$ cat src/rtl/brk_pkg.sv
package brk_pkg;
   typedef enum logic {
      DIR_IN  = 1'b0,
      DIR_OUT = 1'b1
   } brk_dir_e;
endpackage

$ cat src/rtl/brk_parity.sv
module brk_parity #(
   parameter int W   = 32,
   parameter bit ODD = 1'b0
) (
   input  logic [W-1:0] d,
   output logic         p
);
   generate
      if (ODD) begin : g_odd
         assign p = ~(^d);
      end else begin : g_even
         assign p = ^d;
      end
   endgenerate
endmodule

$ cat src/rtl/brk_counters.sv
module brk_counters #(
   parameter int ADDR_W = 17,
   parameter int CNT_W  = 12
) (
   input  logic              clk,
   input  logic              rst_n,
   input  logic              load,
   input  logic [ADDR_W-1:0] ld_addr,
   input  logic [CNT_W-1:0]  ld_cnt,
   input  logic              step,
   output logic [ADDR_W-1:0] addr,
   output logic [CNT_W-1:0]  cnt,
   output logic              last,
   output logic              empty
);
   localparam logic [CNT_W-1:0]  CNT_ONE  = CNT_W'(1);
   localparam logic [ADDR_W-1:0] ADDR_ONE = ADDR_W'(1);

   always_ff @(posedge clk) begin
      if (!rst_n) begin
         addr <= '0;
         cnt  <= '0;
      end else if (load) begin
         addr <= ld_addr;
         cnt  <= ld_cnt;
      end else if (step) begin
         addr <= addr + ADDR_ONE;
         cnt  <= cnt - CNT_ONE;
      end
   end

   assign last  = (cnt == CNT_ONE);
   assign empty = (cnt == '0);
endmodule

$ cat src/rtl/brk_xfer_ctl.sv
module brk_xfer_ctl #(
   parameter int DATA_W     = 32,
   parameter int ADDR_W     = 17,
   parameter int CNT_W      = 12,
   parameter int DEV_W      = 6,
   parameter bit ODD_PARITY = 1'b0
) (
   input  logic              clk,
   input  logic              rst_n,
   input  logic              cmd_load,
   input  logic [ADDR_W-1:0] cmd_addr,
   input  logic [CNT_W-1:0]  cmd_count,
   input  logic              cmd_sel,
   input  logic [DEV_W-1:0]  cmd_dev,
   input  logic              cmd_in,
   input  logic              cmd_out,
   input  logic              dev_req,
   input  logic [DEV_W-1:0]  dev_id,
   input  logic [DATA_W-1:0] dev_wdata,
   input  logic              cyc_strobe,
   input  logic [DATA_W:0]   mem_rdata,
   output logic              brk_req,
   output logic              brk_act,
   output logic [ADDR_W-1:0] mem_addr,
   output logic              mem_we,
   output logic [DATA_W:0]   mem_wdata,
   output logic [DATA_W-1:0] dev_rdata,
   output logic              dev_rvalid,
   output logic              xfer_done,
   output logic              par_err
);
   import brk_pkg::*;

   localparam int WORD_W = DATA_W + 1;

   generate
      if (DATA_W < 1 || ADDR_W < 1 || CNT_W < 1 || DEV_W < 1) begin : g_bad_width
         $error("brk_xfer_ctl: every width parameter must be at least 1");
      end
   endgenerate

   logic              armed_q, pend_q, act_q, rvalid_q, done_q, err_q;
   brk_dir_e          dir_q;
   logic [DEV_W-1:0]  dev_q;
   logic [DATA_W-1:0] buf_q, rdata_q;
   logic [ADDR_W-1:0] addr;
   logic [CNT_W-1:0]  cnt;
   logic              last, empty;
   logic              wr_par, rd_par;
   logic              idle_load, idle_start, take_req;

   assign idle_load  = !armed_q && cmd_load;
   assign idle_start = !armed_q && !cmd_load && (cmd_in || cmd_out);
   assign take_req   = armed_q && !pend_q && !act_q && dev_req && (dev_id == dev_q);

   brk_counters #(.ADDR_W(ADDR_W), .CNT_W(CNT_W)) u_ctr (
      .clk     (clk),
      .rst_n   (rst_n),
      .load    (idle_load),
      .ld_addr (cmd_addr),
      .ld_cnt  (cmd_count),
      .step    (act_q),
      .addr    (addr),
      .cnt     (cnt),
      .last    (last),
      .empty   (empty)
   );

   brk_parity #(.W(DATA_W), .ODD(ODD_PARITY)) u_par_gen (
      .d (buf_q),
      .p (wr_par)
   );

   brk_parity #(.W(DATA_W), .ODD(ODD_PARITY)) u_par_chk (
      .d (mem_rdata[DATA_W-1:0]),
      .p (rd_par)
   );

   always_ff @(posedge clk) begin
      if (!rst_n) begin
         armed_q  <= 1'b0;
         pend_q   <= 1'b0;
         act_q    <= 1'b0;
         rvalid_q <= 1'b0;
         done_q   <= 1'b0;
         err_q    <= 1'b0;
         dir_q    <= DIR_IN;
         dev_q    <= '0;
         buf_q    <= '0;
         rdata_q  <= '0;
      end else begin
         rvalid_q <= 1'b0;
         act_q    <= 1'b0;
         if (!armed_q && cmd_sel) begin
            dev_q <= cmd_dev;
         end
         if (idle_load) begin
            done_q <= 1'b0;
            err_q  <= 1'b0;
         end
         if (idle_start) begin
            dir_q <= cmd_out ? DIR_OUT : DIR_IN;
            if (empty) begin
               done_q <= 1'b1;
            end else begin
               armed_q <= 1'b1;
               done_q  <= 1'b0;
            end
         end
         if (take_req) begin
            pend_q <= 1'b1;
            buf_q  <= dev_wdata;
         end
         if (pend_q && cyc_strobe) begin
            pend_q <= 1'b0;
            act_q  <= 1'b1;
         end
         if (act_q) begin
            if (dir_q == DIR_OUT) begin
               rdata_q  <= mem_rdata[DATA_W-1:0];
               rvalid_q <= 1'b1;
               if (rd_par != mem_rdata[DATA_W]) begin
                  err_q <= 1'b1;
               end
            end
            if (last) begin
               done_q  <= 1'b1;
               armed_q <= 1'b0;
            end
         end
      end
   end

   assign brk_req    = pend_q;
   assign brk_act    = act_q;
   assign mem_addr   = addr;
   assign mem_we     = act_q && (dir_q == DIR_IN);
   assign mem_wdata  = WORD_W'({wr_par, buf_q});
   assign dev_rdata  = rdata_q;
   assign dev_rvalid = rvalid_q;
   assign xfer_done  = done_q;
   assign par_err    = err_q;
endmodule

$ cat config.mk
export PLATFORM = sky130hd
export DESIGN_NAME = brk_xfer_ctl
export DESIGN_NICKNAME = d
export VERILOG_FILES = /design/src/rtl/brk_pkg.sv /design/src/rtl/brk_parity.sv /design/src/rtl/brk_counters.sv /design/src/rtl/brk_xfer_ctl.sv
export SDC_FILE = /design/constraint.sdc
export NUM_CORES = 1
export LEC_CHECK = 0
export BUFFER_PORTS_ARGS = -buffer_cell sky130_fd_sc_hd__buf_4
export CAP_MARGIN = 20
export CORE_ASPECT_RATIO = 0.6
export CORE_MARGIN = 2
export CORE_UTILIZATION = 53
export DETAILED_ROUTE_END_ITERATION = 16
export GPL_TIMING_DRIVEN = 0
export PLACE_DENSITY = 0.87
export SYNTH_ARGS = -nofsm -noshare
export SYNTH_HDL_FRONTEND = slang
export SYNTH_HIERARCHICAL = 1
export SYNTH_SLANG_ARGS = --single-unit
$ cat constraint.sdc
create_clock -name clk -period 2.95 [get_ports clk]
set_input_delay 0.59 -clock clk [delete_from_list [all_inputs] [get_ports clk]]
set_output_delay 0.59 -clock clk [all_outputs]
set_load 0.05 [all_outputs]
==> results.toml <==
[yosys]
syn_area_sq_um = 5080
synth-seq-area-share_pct = 41.8
synth_area_leader_cell = "dfxtp_1"
synth_flop_cell = "dfxtp_1"
synth-edff-count = 0
yosysTopAreaCellShare_pct = 41.8
syn_inst = 611
synth.distinct_cells = 46
synthArstFlopShare_pct = 0
syn-num-nets = 729
ys_warn_count = 6
yosys-top-cells-area = "dfxtp_1, xnor2_1, a21oi_1"
ys_seq_elements = 106
avgSynthCellArea_sq_um = 8.31

[route]
routed_wl_mm = 15.6
drt_iter0_drc = 316
ant_nets = 0
vias = 5228
wire_per_inst_um = 16.3
first_pass_iters = 5
viasPerCell = 5.46
drc = 0

[setup_path]
cp_common_cell = "xnor2_1"
path_max_fanout = 3
cp_slowest_cell = "dfxtp_1"
reg2reg_depth = 6
critPathCaptureType = "output pin"
cp-startpoint = "buf_q[13]"
timing.rr.start = "u_ctr/cnt[2]"
worstPathRequired_ns = 2.36
path_class = "register to output pin"
cp_cell_sequence = "xnor2_1, xnor2_1, xnor2_1, xnor2_1, xnor2_1, buf_4, buf_4"
start_kind = "register"
cp_slowest_stage_delay_ns = 0.34
critPathArrivalTime_ns = 1.86

[sta]
relSlewSlack_pct = 59.0
fin_skew_ns = 0.0114
worst_slew_pin_slew_ns = 0.616
timing.final.crit_period_ns = 2.45
setup_tns_ns = 0
finalHoldViolCount = 0
finalCritPeriodShare_pct = 83.0
rsz0062_at_grt = "false"
timing.hold.ws_ns = 0.458
fmax_ghz = 0.408
final_max_slew_viol_count = 0
setup_viol = 0

[clock_network]
cts_sinks = 106
cts_buffer_depth = 2
cts-resized-gates = 0
cts_tree = "yes"
clockRootBuffer = "clkbuf_16"
ctsHoldBuffers = 0
cts_buffers = 9
cts_setup_buffers = 0
clkTransAtPathRegs_ns = 0.07
clk_latency_ns = 0.34
h-tree-depth = 3

[finish]
num-nets-final = 941
fillers = 688
num_antenna_cells = 0
area_growth_pct = 38.3
post-route-util_pct = 75.9
layout-drive-gt1-share_pct = 28.3
multi_input_area_sq_um = 2720
regArea_sq_um = 2120

[floorplanning]
die_h_um = 79.8
die_area_sq_um = 10400
rows = 27
die_w_um = 130
io_pins = 202
initial_core_util_pct = 54.9
core_sq_um = 9260

[min_path]
hp-start = "dev_rdata[20]"
hold_path_class = "register to register"
whs_path_depth = 2

[pwr]
cellLeakagePower_uw = 0.00279
p_comb_share_pct = 19.0
power_density_nw_per_um2 = 463
power.share.switching_pct = 28.1
p_int_uw = 2340
p_switching_uw = 916
power_frac_seq_pct = 46.8
power.clock.fraction_pct = 34.2
vdd_drop_max_mv = 0.350

[placement]
portBuffers = 201
gp_congestion = 0.934
place_hpwl_mm = 12.3

[outcome]
outcome = "complete, no violations"

[global_route]
grt_max_degree = 18
track_usage_pct = 29.3
grt_pass1_vias = 4948
antenna_found_initial = 0
overflow = 0
grt_first_pass_wirelength_mm = 23.9

[flow_run]
max-cap-violations = 0
## area by class of cell
type,instances,share of cell area [%]
inverters,8,0.428
clock inverters,5,0.552
well taps,130,2.32
clock buffers,11,3.31
repair buffers,201,21.5
flip-flops and latches,106,30.2
multi-input cells,454,38.7
plain buffers,43,2.98
## stage by stage
step | power, uW | setup WS, ns | cell area (sq um) | instances
after floorplan | 1920 | 0.735 | 5080 | 611
after global placement | 2150 | 0.583 | 6750 | 942
after detailed placement | 2160 | 0.453 | 6750 | 942
after CTS | 3260 | 0.507 | 7020 | 958
after global routing | 3380 | 0.396 | 7020 | 958
final | 3250 | 0.501 | 7020 | 958
## power groups by stage
stage          clock [uW]  sequential (uW)  combinational (uW)
2_1_floorplan           0             1620                 307
3_3_place_gp            0             1550                 595
4_1_cts              1130             1520                 613
6_report             1110             1520                 617
5_1_grt              1180             1530                 665
3_5_place_dp            0             1560                 610
## worst max-delay path, delay by kind of cell, from the launching register on
kind | cells | cell delay, ns
flip-flops | 1 | 0.34
buffers and inverters | 2 | 0.30
XOR/XNOR | 5 | 0.87
## state kept, by name (all words and copies together) (netlist names)
signal and flops:
dev_q 6, u_ctr/addr 17, u_ctr/cnt 12, buf_q 32, brk_req 1, dev_rdata 32
xfer_done 1, dev_rvalid 1, dir_q 1, armed_q 1, par_err 1, brk_act 1
## cell usage in the layout, fill, tap and decap left out, drive strengths merged, types with 7 or more instances in the layout
master / Yosys / layout
nand2: 78 / 78
nand3: 41 / 41
nor3: 7 / 7
o21ai: 49 / 49
dfxtp: 106 / 106
inv: 8 / 9
nor4: 7 / 7
buf: 14 / 215
xnor2: 77 / 77
clkbuf: 29 / 40
a21oi: 88 / 88
mux2i: 10 / 10
nand4: 8 / 8
xor2: 14 / 14
nor2: 27 / 27
## cells in the mapped netlist, types with 5 or more instances
cell      number
dfxtp_1      106
xnor2_1       77
inv_1          8
and3_1         5
clkbuf_1      29
buf_2          5
nand4_1        6
nor4_1         6
nand3_1       41
nor2_1        27
o21ai_0       49
nor3_1         7
a21oi_1       88
xor2_1        14
nand2_1       78
mux2i_1       10
## kinds of logic after synthesis
logic type      Yosys count  share of synthesized area (%)
fa+ha+maj                 4                          0.986
flops                   106                           41.8
buf+inv                  51                           4.71
compound gates          152                           15.8
simple gates            197                           19.1
mux                      10                           1.97
xor+xnor                 91                           15.7
## layer usage
layer / GRT usage, % / share of wire [%]
met5: 0 / 0
met4: 8.19 / 1.1
met3: 9.45 / 10
met2: 49.0 / 47
met1: 36.4 / 42
## path summary, 6_finish.rpt
check / slack (ns) / endpoint
worst max-delay path: 0.50 / mem_wdata[32]
worst max register to register: 0.68 / xfer_done
worst min register to register: 0.46 / dev_rdata[20]
worst min-delay path: 0.46 / dev_rdata[20]
No activity file was read; power rests on OpenSTA's default activity.
